## src/rtl/cpu_runstate_seq.sv

```systemverilog
module cpu_runstate_seq #(
  parameter int          CNT_W       = 32,
  parameter logic [15:0] VEC_NAT_NMI = 16'hFFEA,
  parameter logic [15:0] VEC_NAT_IRQ = 16'hFFEE,
  parameter logic [15:0] VEC_EMU_NMI = 16'hFFFA,
  parameter logic [15:0] VEC_EMU_IRQ = 16'hFFFE
) (
  input  logic             clk,
  input  logic             rst_n,
  input  logic             cyc_en,
  input  logic             irq_req,
  input  logic             nmi_in,
  input  logic             stp_pulse,
  input  logic             wai_pulse,
  input  logic             emu_mode,
  output logic [1:0]       run_state,
  output logic             idle_req,
  output logic             int_take,
  output logic [15:0]      int_vector,
  output logic [CNT_W-1:0] cycle_cnt
);

  localparam logic [1:0] ST_RUN  = 2'd0;
  localparam logic [1:0] ST_STOP = 2'd1;
  localparam logic [1:0] ST_WAIT = 2'd2;

  logic [1:0]       st_q, st_d;
  logic             nmi_q, nmi_pend, prev_nmi, prev_irq, wake_idle;
  logic [CNT_W-1:0] cnt_q;

  wire executing  = cyc_en && (st_q == ST_RUN) && !wake_idle;
  wire halt_op    = stp_pulse || wai_pulse;
  wire take_nmi   = executing && !halt_op && prev_nmi;
  wire take_irq   = executing && !halt_op && !prev_nmi && prev_irq;
  wire nmi_rise   = nmi_in && !nmi_q;
  wire nmi_pend_d = (nmi_pend && !take_nmi) || nmi_rise;
  wire wake       = (st_q == ST_WAIT) && (irq_req || nmi_pend);

  always_comb begin
    st_d = st_q;
    if (executing && stp_pulse)      st_d = ST_STOP;
    else if (executing && wai_pulse) st_d = ST_WAIT;
    else if (cyc_en && wake)         st_d = ST_RUN;
  end

  always_ff @(posedge clk) begin
    if (!rst_n) begin
      st_q      <= ST_RUN;
      nmi_q     <= 1'b0;
      nmi_pend  <= 1'b0;
      prev_nmi  <= 1'b0;
      prev_irq  <= 1'b0;
      wake_idle <= 1'b0;
      cnt_q     <= '0;
    end else if (cyc_en) begin
      st_q      <= st_d;
      nmi_q     <= nmi_in;
      nmi_pend  <= nmi_pend_d;
      prev_nmi  <= nmi_pend_d;
      prev_irq  <= irq_req;
      wake_idle <= wake;
      cnt_q     <= cnt_q + 1'b1;
    end
  end

  assign run_state  = st_q;
  assign cycle_cnt  = cnt_q;
  assign idle_req   = cyc_en && ((st_q == ST_WAIT) || wake_idle);
  assign int_take   = take_nmi || take_irq;
  assign int_vector = take_nmi ? (emu_mode ? VEC_EMU_NMI : VEC_NAT_NMI) :
                      take_irq ? (emu_mode ? VEC_EMU_IRQ : VEC_NAT_IRQ) : 16'h0000;

endmodule


```

## config.mk

```make
export PLATFORM = sky130hd
export DESIGN_NAME = cpu_runstate_seq
export DESIGN_NICKNAME = d
export VERILOG_FILES = /design/src/rtl/cpu_runstate_seq.sv
export SDC_FILE = /design/constraint.sdc
export NUM_CORES = 1
export LEC_CHECK = 0
export BUFFER_PORTS_ARGS = -buffer_cell sky130_fd_sc_hd__buf_2
export CAP_MARGIN = 20
export CORE_UTILIZATION = 54
export CTS_CLUSTER_SIZE = 12
export DETAILED_ROUTE_END_ITERATION = 8
export PLACE_DENSITY = 0.94
export SLEW_MARGIN = 30
export SYNTH_ARGS = -nofsm -noshare
export SYNTH_HDL_FRONTEND = slang
export SYNTH_SLANG_ARGS = --single-unit
```

## constraint.sdc

```tcl
create_clock -name clk -period 2.8 [get_ports clk]
set_clock_uncertainty 0.05 [all_clocks]
set_input_delay 0.14 -clock clk [delete_from_list [all_inputs] [get_ports clk]]
set_output_delay 0.14 -clock clk [all_outputs]
set_load 0.005 [all_outputs]
```

; ---- Word-level counts from Yosys, hierarchy flattened
; Index checks and enable logic that the tools add are counted.
[classes]
add_sub_neg = 1
reduce_logical = 26
n_mux = 7
eq_ne = 1
[ops]
columns = op, count
row1 = $add 32x1->32 const B, 1
row2 = $mux 16, 2
row3 = $logic_and 1x1->1, 13
row4 = $mux 5, 2
row5 = $mux 2, 3
row6 = $logic_not 1->1, 5
row7 = $logic_or 1x1->1, 5
row8 = $reduce_bool 3->1, 1
row9 = $eq 2x2->1 const B, 1
row10 = $logic_not 2->1, 1
row11 = $reduce_and 2->1, 1
[word_totals]
reg_bits = 38
input_bits = 8
output_inout_bits = 52
wordCells = 41

; ---- Depth between registers and ports, before layout
; Gate-level depths: netlist of run 1.
[depth]
ltp_word = 8
mapped_depth = 6
mapped_depth_nobuf = 5

; ---- Worst setup path before layout of run 1
; Ideal clock, no wire load.
[synth_path]
path_type = reg-to-reg
from = register cnt_q[5], in the netlist cycle_cnt[5]
to = register cnt_q[29], in the netlist cycle_cnt[29]
slack_ns = 0.869
synth_period_minus_slack_ns = 1.931
path_buffers = 2
t_required_ns = 2.617
setup_time_ns = 0.133
stages_incl_launch_ff = 7
arrival_time_ns = 1.748
cell_sequence = dfxtp_1 -> nand4_4 -> or4_1 -> buf_2 -> buf_6 -> o311ai_2 -> o41ai_2
[synth_via]
elab_chain_cells = 1
[synth_lines]
columns = element, line
row1 = from (decl), 29  ; logic [CNT_W-1:0] cnt_q;
row2 = from (signal assigned), 62  ; cnt_q <= cnt_q + 1'b1;
row3 = $add 32x1->32, 62
; No other way between the ends.
; A chain may end at the register's enable or synchronous reset.

; ---- Final worst setup path of run 1
[layout_path]
from = register st_q[0], in the netlist run_state[0]
to = output int_vector[4]
[layout_via]
elab_chain_cells = 8
word_cells_on_any_way = 9
cone_classes = 2 x mux / 7 x reduce/logical
[layout_lines]
columns = element, line
row1 = from (decl), 27  ; logic [1:0] st_q, st_d;
row2 = from (signal assigned), 56  ; st_q <= st_d;
row3 = $logic_not 2->1 *, 31  ; wire executing = cyc_en && (st_q == ST_RUN) && !wake_idle;
row4 = $logic_and 1x1->1 * (2 in a row), 31
row5 = $logic_and 1x1->1 *, "33, 34"
row6 = $logic_and 1x1->1 (2 in a row), 34  ; wire take_irq = executing && !halt_op && !prev_nmi && prev_irq;
row7 = $mux 16, 71  ; take_irq ? (emu_mode ? VEC_EMU_IRQ : VEC_NAT_IRQ) : 16'h0000;
row8 = $mux 16 *, 70  ; assign int_vector = take_nmi ? (emu_mode ? VEC_EMU_NMI : VEC_NAT_NMI) :
row9 = to (decl), 19  ; output logic [15:0] int_vector,
; Every way passes the cells marked *; elsewhere a longest branch is shown, timed or not.

==> summary.md, run 1 <==
| Metric | Value |
|---|---|
| Run status | `finished clean` |
| Antenna violations before repair | `0` |
| Starting Density | `0.567` |
| Slowest CP cell | `nor2_1` |
| DRT Wirelength | `4.07 mm` |
| Crit path arrival time | `2190 ps` |
| Initial DRC Count | `77` |
| Yosys Warn Count | `0` |
| Worst path bufs/invs | `1` |
| Drt drc | `0` |
| Reg-to-reg startpoint | `cycle_cnt[8]` |
| Leading area contributor after synthesis | `dfxtp_1` |
| Slew Limit Fails | `0` |
| Fin util | `0.650` |
| Synth Instances | `226` |
| Total die area | `3750 µm²` |
| Most common cell in the synthesized netlist | `dfxtp_1` |
| Post-synth top flop | `dfxtp_1` |
| Clock transition at the registers of the reported paths | `100 ps` |
| CP Capture Type | `output port` |
| Max_cap viols | `0` |
| Final ANT Viol Nets | `0` |
| Most area-consuming cells after synthesis | `dfxtp_1, buf_4, a21oi_1, nand2_1, xnor2_1` |
| Min-delay src | `wai_pulse` |
| Synth cell types | `38` |
| Worst-margin pin slew | `871 ps` |
| Largest net degree at the start of global routing | `31` |
| Post-synth EDFFs | `0` |
| Syn Area/Cell | `8.38 µm²` |
| Port bufs | `58` |
| Drt first pass iters | `4` |
| Num CTS Buffers | `5` |
| Setup TNS | `0 ps` |
| CP max FO | `15` |
| Fin crit period | `2380 ps` |
| Final-layout fill cell count | `314` |
| PD cells | `423 nW/µm²` |
| Clk_lat worst skew | `360 ps` |
| Post-DP HPWL | `2.85 mm` |
| CP peak stage delay | `520 ps` |
| Via count | `1775` |
| Leak Pwr | `0.901 nW` |
| Clk buf depth | `2` |
| Clk root buf | `clkbuf_4` |
| Reg2Reg Setup Slack | `530 ps` |
| Hold Buf Count CTS | `2` |
| RSZ-0062 raised after global routing | `no` |
| Die Width | `61.2 µm` |
| H-tree levels | `2` |
| Worst Setup SP | `run_state[0]` |
| CTS tree | `yes` |
| Setup CP Type | `reg -> out` |
| Total grt overflow | `0` |
| Row count | `21` |
| Final-report hold violation count | `0` |
| Critical Path Source Type | `flop` |
| Crit path required time | `2610 ps` |
| Post-CTS resize count | `0` |
| Rel. slew slack | `0.419` |
| Vias/cell | `5.62` |
| Syn nets | `235` |
| Multi-input gate area | `951 µm²` |
| Core area | `3340 µm²` |
| Io pins | `60` |
| Finish-stage setup viols | `0` |
| Vias in the first global route | `1524` |
| Async SR Flop Fraction | `0` |
| Critical path cell sequence | `nor4b_1 > nand2_1 > nor2_1 > and2_1 > buf_2` |
| Max rail drop VDD | `0.272 mV` |
| Syn Std Cell Area | `1890 µm²` |
| ANT cells | `0` |
| Most frequent cells after synthesis | `dfxtp_1, nand2_1, nor2_1, a21oi_1, buf_4` |
| Layout cells sized above 1 | `0.252` |
| Post-CTS Setup Bufs | `0` |
| Top-area cell type share of the netlist area | `0.402` |
| CP top delay family | `simple AND/OR/NAND/NOR gates` |
| Final #Nets | `278` |
| Clk sink count | `38` |
| Placer's final routability congestion estimate | `0.786` |
| Fmax | `420 MHz` |
| #FFs+latches synth | `38` |
| Die H | `61.2 µm` |
| Sequential area share after synthesis | `0.402` |
| Tot GR Track Use | `0.239` |
| Global-route wire length before repair | `6.43 mm` |
| Fin crit share | `0.851` |
| Area delta synth->final | `14.6%` |
| FF/Latch Area | `761 µm²` |
| Routed len/inst | `12.9 µm` |
| HP Class | `in -> reg` |
routing by layer:
layer	up-vias	share of wire	track usage
met3	6	0.055	0.0735
met1	839	0.45	0.266
met2	42	0.48	0.418
met4	0	0.016	0.107
li1	888	-	-
met5	-	0	0
placed cells by master, fill, tap and decap left out, types with 6 or more instances in the layout:
cell / n
nor2_1: 20
or3_1: 8
dfxtp_1: 38
nand2b_1: 6
o31ai_1: 6
nand3_1: 9
nand2_1: 23
or4_1: 7
a21oi_1: 18
buf_2: 58
inv_1: 8
xnor2_1: 9
state kept, by name, indices dropped and copies added, names as in the netlist:
signal     flops
prev_nmi       1
wake_idle      1
run_state      2
prev_irq       1
cycle_cnt     32
nmi_q          1
worst min-delay path, delay by kind of cell:
| kind | cells | cell delay (ps) |
|---|---|---|
| AOI/OAI and AO/OA | 1 | 80 |
| buffers and inverters | 1 | 90 |
| and+or+nand+nor | 1 | 90 |
metrics by stage:
step	total power, mW	hold slack, ps	area [µm²]	instances	setup slack (ps)
after CTS	0.930	10.9	2170	316	442
final	0.918	31.7	2170	316	417
after global placement	0.625	343	2090	306	652
after global routing	0.960	22.3	2170	316	99.7
after detailed placement	0.627	369	2090	306	542
after floorplan	0.610	237	1890	226	869
power by group:
| group | switching, mW | internal [mW] |
|---|---|---|
| Combinational | 0.0341 | 0.0250 |
| Sequential | 0.00896 | 0.549 |
| Clock | 0.180 | 0.122 |
worst paths after layout:
path	endpoint	depth (start not counted)
setup / recovery	int_vector[4]	5
hold / removal	run_state[1]	3
setup reg to reg	cycle_cnt[23]	4
hold reg to reg	nmi_q	2
kinds of logic (layout without fill, tap and decap cells):
kind of cell / Yosys count / count (layout) / share of synthesized area
and+or+nand+nor: 97 / 97 / 0.273
other: 1 / 1 / 0.00198
adders and majority gates: 1 / 1 / 0.00661
xor gates and xnor gates: 11 / 11 / 0.0509
buffers and inverters: 32 / 76 / 0.0958
DFF: 38 / 38 / 0.402
AOI/OAI and AO/OA: 41 / 41 / 0.143
muxes: 5 / 5 / 0.0264
area by class of cell:
cell class,count,share of cell area
clock inverter,1,0.00231
multi-input combinational,156,0.438
inverter,8,0.0138
sequential,38,0.351
clock buffer,7,0.0254
timing repair buffer,60,0.143
tap,46,0.0265
Power figures use the tool's default switching activity.
==> run 2: changes to the inputs <==
--- a/config.mk
+++ b/config.mk
@@ -7,10 +7,11 @@
 export LEC_CHECK = 0
 export BUFFER_PORTS_ARGS = -buffer_cell sky130_fd_sc_hd__buf_2
 export CAP_MARGIN = 20
-export CORE_UTILIZATION = 54
+export CORE_UTILIZATION = 56
+export CTS_BUF_LIST = sky130_fd_sc_hd__clkbuf_8
 export CTS_CLUSTER_SIZE = 12
 export DETAILED_ROUTE_END_ITERATION = 8
-export PLACE_DENSITY = 0.94
+export PLACE_DENSITY = 0.87
 export SLEW_MARGIN = 30
 export SYNTH_ARGS = -nofsm -noshare
 export SYNTH_HDL_FRONTEND = slang
==> summary.md, run 2 (synthesis results as in run 1) <==
| Metric | Value |
|---|---|
| Crit path required time | `2610 ps (about the same)` |
| Psw | `0.232 mW (was 0.223 mW)` |
| Max reg flops | `32 (unchanged)` |
| Logic pwr share | `0.057 (was 0.064)` |
| Most common cell after layout, fill and taps aside | `buf_2 (unchanged)` |
| Slew Limit Fails | `0 (unchanged)` |
| Via count | `1742 (was 1775)` |
| Final #Nets | `276 (was 278)` |
| H-tree levels | `2 (unchanged)` |
| RSZ-0062 raised after global routing | `no (unchanged)` |
| Clk sink count | `38 (unchanged)` |
| Global-route wire length before repair | `6.26 mm (was 6.43 mm)` |
| Placer's final routability congestion estimate | `0.808 (was 0.786)` |
| Clock transition at the registers of the reported paths | `70 ps (was 100 ps)` |
| Num CTS Buffers | `5 (unchanged)` |
| CP max FO | `15 (unchanged)` |
| Reg2Reg Setup Slack | `530 ps (about the same)` |
| Finish-stage setup viols | `0 (unchanged)` |
| Max_cap viols | `0 (unchanged)` |
| Drt drc | `0 (unchanged)` |
| Switching Fraction | `0.232 (was 0.243)` |
| Crit path arrival time | `2080 ps (was 2190 ps)` |
| Vias/cell | `5.58 (was 5.62)` |
| Hold Buf Count CTS | `0 (was 2)` |
| HP Class | `in -> reg (unchanged)` |
| Initial DRC Count | `119 (was 77)` |
| Final-report hold violation count | `0 (unchanged)` |
| Final ANT Viol Nets | `0 (unchanged)` |
| Rel. slew slack | `0.398 (was 0.419)` |
| Int Pwr | `0.767 mW (was 0.695 mW)` |
| Leak Pwr | `0.909 nW (was 0.901 nW)` |
| Clk_lat worst skew | `300 ps (was 360 ps)` |
| Drt first pass iters | `4 (unchanged)` |
| Starting Density | `0.605 (was 0.567)` |
| Die H | `60.1 µm (was 61.2 µm)` |
| Worst-margin pin slew | `902 ps (was 871 ps)` |
| Fin crit share | `0.812 (was 0.851)` |
| CP Capture Type | `output port (unchanged)` |
| PD cells | `459 nW/µm² (was 423 nW/µm²)` |
| DRT Wirelength | `3.97 mm (was 4.07 mm)` |
| Critical Path Source Type | `flop (unchanged)` |
| Post-CTS Setup Bufs | `0 (unchanged)` |
| Post-DP HPWL | `2.75 mm (was 2.85 mm)` |
| ANT cells | `0 (unchanged)` |
| Core area | `3130 µm² (was 3340 µm²)` |
| Register share of total power | `0.558 (was 0.607)` |
| Io pins | `60 (unchanged)` |
| Area delta synth->final | `15.1% (was 14.6%)` |
| Total grt overflow | `0 (unchanged)` |
| Clk buf depth | `2 (unchanged)` |
| Setup CP Type | `reg -> out (unchanged)` |
| Commonest non-fill, non-tap cells in the layout | `buf_2, dfxtp_1, nand2_1 (unchanged)` |
| Antenna violations before repair | `0 (unchanged)` |
| Total power | `0.999 mW (was 0.918 mW)` |
| Routed len/inst | `12.7 µm (was 12.9 µm)` |
| Run status | `finished clean (unchanged)` |
| Setup TNS | `0 ps (unchanged)` |
| Die Width | `60.1 µm (was 61.2 µm)` |
| Tot GR Track Use | `0.233 (was 0.239)` |
| Fin crit period | `2270 ps (was 2380 ps)` |
| Vias in the first global route | `1513 (was 1524)` |
| Total die area | `3620 µm² (was 3750 µm²)` |
| Clk root buf | `clkbuf_8 (was clkbuf_4)` |
| Row count | `20 (was 21)` |
| Fmax | `440 MHz (was 420 MHz)` |
| Layout cells sized above 1 | `0.254 (was 0.252)` |
| Post-CTS resize count | `0 (unchanged)` |
| Max rail drop VDD | `0.317 mV (was 0.272 mV)` |
| Port bufs | `58 (unchanged)` |
| CTS tree | `yes (unchanged)` |
| Share of power burned in the clock network | `0.385 (was 0.328)` |
| Largest net degree at the start of global routing | `31 (unchanged)` |
## run 2: worst paths after layout
kind           startpoint            end  depth (start not counted)
max             wake_idle  int_vector[4]                          5
min               irq_req       prev_irq                          3
max reg2reg  cycle_cnt[5]  cycle_cnt[21]                          4
min reg2reg         nmi_q          nmi_q                          2
## run 2: worst max-delay path: stages, from the launching register on
cell and delay [ps]:
dfxtp_1 330, nor4b_1 460, nand2_1 180, nor2_1 510, and2_1 200, buf_2 100
## run 2: cell type report
type	count	area [µm²]
multi-input cells	156	951
inverters	8	30.0
clock buffers	6	82.6
flip-flops and latches	38	761
repair buffers	58	290
clock inverters	2	8.76
fillers	254	950
well taps	44	55.1
## run 2: layer usage
| metal | up-vias | GRT usage | wire, µm |
|---|---|---|---|
| li1 | 882 | - | - |
| met1 | 790 | 0.271 | 1810 |
| met2 | 60 | 0.375 | 1840 |
| met3 | 10 | 0.0952 | 233 |
| met4 | 0 | 0.0930 | 78 |
| met5 | - | 0 | 0 |
## run 2: power by group through the flow
| stage | logic, mW | registers [mW] | clock network (mW) |
|---|---|---|---|
| finish | 0.0573 | 0.557 | 0.384 |
| global route | 0.0655 | 0.558 | 0.415 |
| global placement | 0.0553 | 0.569 | 0 |
| CTS | 0.0574 | 0.557 | 0.393 |
| floorplan | 0.0414 | 0.569 | 0 |
| detailed placement | 0.0569 | 0.569 | 0 |
## run 2: metrics by stage
| stage | util | std cells | setup slack [ps] | instance area (µm²) | hold WS, ps |
|---|---|---|---|---|---|
| final | 0.696 | 312 | 526 | 2180 | 56.4 |
| after global routing | 0.696 | 312 | 189 | 2180 | 78.3 |
| after CTS | 0.696 | 312 | 537 | 2180 | 54.1 |
| after detailed placement | 0.667 | 304 | 558 | 2090 | 354 |
| after global placement | 0.667 | 304 | 648 | 2090 | 343 |
| after floorplan | - | 226 | 869 | 1890 | 237 |
==> run 3: changes to the inputs <==
--- a/config.mk
+++ b/config.mk
@@ -5,13 +5,14 @@
 export SDC_FILE = /design/constraint.sdc
 export NUM_CORES = 1
 export LEC_CHECK = 0
+export ABC_AREA = 1
 export BUFFER_PORTS_ARGS = -buffer_cell sky130_fd_sc_hd__buf_2
 export CAP_MARGIN = 20
-export CORE_UTILIZATION = 56
+export CORE_UTILIZATION = 49
 export CTS_BUF_LIST = sky130_fd_sc_hd__clkbuf_8
 export CTS_CLUSTER_SIZE = 12
 export DETAILED_ROUTE_END_ITERATION = 8
-export PLACE_DENSITY = 0.87
+export PLACE_DENSITY = 0.78
 export SLEW_MARGIN = 30
 export SYNTH_ARGS = -nofsm -noshare
 export SYNTH_HDL_FRONTEND = slang
==> constraint.sdc (replaced) <==
create_clock -name clk -period 1.98 [get_ports clk]
set_clock_uncertainty 0.05 [all_clocks]
set_input_delay 0.099 -clock clk [delete_from_list [all_inputs] [get_ports clk]]
set_output_delay 0.099 -clock clk [all_outputs]
set_load 0.005 [all_outputs]
==> summary.md, run 3 <==
| Metric | Value |
|---|---|
| Clk sink count | `38 (unchanged)` |
| FF-to-FF End | `cycle_cnt[14] (was cycle_cnt[21])` |
| Die Width | `69.6 µm (was 60.1 µm)` |
| Multi-input gate area | `1150 µm² (was 951 µm²)` |
| Vias in the first global route | `1900 (was 1513)` |
| Non-filler cells, final | `446 (was 312)` |
| #FFs+latches synth | `38 (unchanged)` |
| Drt first pass iters | `4 (unchanged)` |
| Top sig layer | `met4 (unchanged)` |
| Min-delay src | `nmi_in (was irq_req)` |
| Leak Pwr | `1.15 nW (was 0.909 nW)` |
| Syn Area/Cell | `6.39 µm² (was 8.38 µm²)` |
| Antenna violations before repair | `0 (unchanged)` |
| RSZ-0062 raised after global routing | `no (unchanged)` |
| Tot GR Track Use | `0.211 (was 0.233)` |
| WL met2 | `2.31 mm (was 1.84 mm)` |
| Clk buf depth | `2 (unchanged)` |
| Critical Path Source Type | `flop (unchanged)` |
| Most common cell after layout, fill and taps aside | `nand2_1 (was buf_2)` |
| HP Class | `in -> reg (unchanged)` |
| Cell total after placement | `440 (was 304)` |
| PD cells | `553 nW/µm² (was 459 nW/µm²)` |
| Final-layout fill cell count | `427 (was 254)` |
| R2R depth | `9 (was 4)` |
| Io pins | `60 (unchanged)` |
| Reg-to-reg startpoint | `cycle_cnt[0] (was cycle_cnt[5])` |
| Core area | `4380 µm² (was 3130 µm²)` |
| Routed met1 length | `2.31 mm (was 1.81 mm)` |
| Placement Setup Slack | `281 ps (was 558 ps)` |
| Max_cap viols | `0 (unchanged)` |
| Hold Path Depth | `3 (unchanged)` |
| Async SR Flop Fraction | `0 (unchanged)` |
| Most area-consuming cells after synthesis | `dfxtp_1, nand2_1, nor2_1, inv_1, nand3_1 (was dfxtp_1, buf_4, a21oi_1, nand2_1, xnor2_1)` |
| Reg2Reg Setup Slack | `410 ps (was 530 ps)` |
| Finish-stage setup viols | `0 (unchanged)` |
| Total power | `1.40 mW (was 0.999 mW)` |
| Final-report hold violation count | `0 (unchanged)` |
| Row count | `24 (was 20)` |
| Leading area contributor after synthesis | `dfxtp_1 (unchanged)` |
| Starting Density | `0.510 (was 0.605)` |
| Fin area | `2540 µm² (was 2180 µm²)` |
| Fin crit period | `1750 ps` |
| Setup slack after layout | `230 ps (was 526 ps)` |
| Crit path required time | `1830 ps (was 2610 ps)` |
| ANT cells | `0 (unchanged)` |
| Sequential area share after synthesis | `0.340 (was 0.402)` |
| Final ANT Viol Nets | `0 (unchanged)` |
| Max rail drop VDD | `0.287 mV (was 0.317 mV)` |
| Crit path arrival time | `1600 ps (was 2080 ps)` |
| DRT Wirelength | `4.97 mm (was 3.97 mm)` |
| Synth Instances | `350 (was 226)` |
| Run status | `finished clean (unchanged)` |
| Setup TNS | `0 ps (unchanged)` |
| Area delta synth->final | `13.5% (was 15.1%)` |
| Die H | `69.6 µm (was 60.1 µm)` |
| CP max FO | `14 (was 15)` |
| Total grt overflow | `0 (unchanged)` |
| Routed len/inst | `11.1 µm (was 12.7 µm)` |
| Most frequent cells after synthesis | `nand2_1, nor2_1, inv_1, dfxtp_1, nand3_1 (was dfxtp_1, nand2_1, nor2_1, a21oi_1, buf_4)` |
| Most common cell in the synthesized netlist | `nand2_1 (was dfxtp_1)` |
| Via count | `2254 (was 1742)` |
| CP Capture Type | `output port (unchanged)` |
| Clk root buf | `clkbuf_8 (unchanged)` |
| Yosys Warn Count | `0 (unchanged)` |
| Met3 wire length | `289 µm (was 233 µm)` |
| Placed instance area | `2450 µm² (was 2090 µm²)` |
| Post-CTS Setup Bufs | `0 (unchanged)` |
| Global-route wire length before repair | `8.31 mm (was 6.26 mm)` |
| Post-DP HPWL | `3.79 mm (was 2.75 mm)` |
| Synth cell types | `26 (was 38)` |
| Port bufs | `58 (unchanged)` |
| Final #Nets | `404 (was 276)` |
| Fin util | `0.579 (was 0.696)` |
| Setup CP Type | `reg -> out (unchanged)` |
| Top-area cell type share of the netlist area | `0.340 (was 0.402)` |
| Max reg flops | `32 (unchanged)` |
| Post-synth EDFFs | `0 (unchanged)` |
| H-tree levels | `2 (unchanged)` |
| Hold WS | `32.7 ps (was 56.4 ps)` |
| Total die area | `4840 µm² (was 3620 µm²)` |
| Syn nets | `359 (was 235)` |
| Clk_lat worst skew | `290 ps (was 300 ps)` |
| Layout cells sized above 1 | `0.236 (was 0.254)` |
| FF/Latch Area | `761 µm² (unchanged)` |
| CTS tree | `yes (unchanged)` |
| Fmax | `572 MHz` |
| Syn Std Cell Area | `2240 µm² (was 1890 µm²)` |
| Vias/cell | `5.05 (was 5.58)` |
| Drt drc | `0 (unchanged)` |
| Initial DRC Count | `117 (was 119)` |
| Clock transition at the registers of the reported paths | `70 ps (about the same)` |
| Largest net degree at the start of global routing | `28 (was 31)` |
| Hold Path End | `nmi_q (was prev_irq)` |
| Num CTS Buffers | `5 (unchanged)` |
| Commonest non-fill, non-tap cells in the layout | `nand2_1, buf_2, nor2_1 (was buf_2, dfxtp_1, nand2_1)` |
| Slew Limit Fails | `0 (unchanged)` |
| Placer's final routability congestion estimate | `0.839 (was 0.808)` |
| Fin crit share | `0.884` |
| Post-synth top flop | `dfxtp_1 (unchanged)` |
run 3: cell types whose count changed after synthesis, moves of 7 or more:
cell     previous run  this run
nand2_1            23        77
inv_1               8        46
nor2_2              0        12
xnor2_1             9         2
or4_1               7         0
o21ai_0             3        14
nand3_1             9        27
or3_1               8         0
nand4_1             5        12
nor2_1             20        55
run 3: final cells by class:
class                      count  area share
sequential                    38       0.300
multi-input combinational    242       0.452
tap                           52      0.0256
inverter                      49      0.0725
clock buffer                   6      0.0325
timing repair buffer          59       0.117
run 3: timing repair:
action | in CTS | in global routing
hold buffers | 0 | 0
setup endpoints to repair | 0 | 14
gates resized for setup | 0 | 1
run 3: where the power goes:
part	leakage [nW]	internal [mW]	switching [mW]
clock network	0.0431	0.268	0.256
logic	0.798	0.0355	0.0570
registers	0.308	0.776	0.0104
total	1.15	1.08	0.324
run 3: worst max-delay path: stages, from the launching register on:
cell	delay, ps
dfxtp_1	310
inv_1	60
nand2_1	90
nor3_2	220
nand2_1	160
nor2_2	300
buf_2	180
run 3: metal layers:
| metal | up-vias | global-route usage |
|---|---|---|
| li1 | 1176 | - |
| met1 | 1003 | 0.284 |
| met2 | 69 | 0.341 |
| met3 | 6 | 0.0422 |
| met4 | 0 | 0.0612 |
| met5 | - | 0 |
run 3: kinds of logic after synthesis:
logic type                 synth area share
DFF                                   0.340
other                               0.00168
adders and majority gates           0.00560
buffers and inverters                 0.148
and+or+nand+nor                       0.417
xor gates and xnor gates            0.00784
AOI/OAI and AO/OA                    0.0795
run 3: how the worst max path moves through the flow:
stage,slack (ps),to,cells after the start,startpoint
finish,230,int_vector[10],6,run_state[0]
floorplan,360,int_vector[10],6,run_state[0]
detailed placement,280,int_vector[10],6,cyc_en
CTS,40,int_vector[10],6,run_state[0]
global placement,380,int_vector[12],6,cyc_en
global route,20,int_vector[1],6,run_state[0]
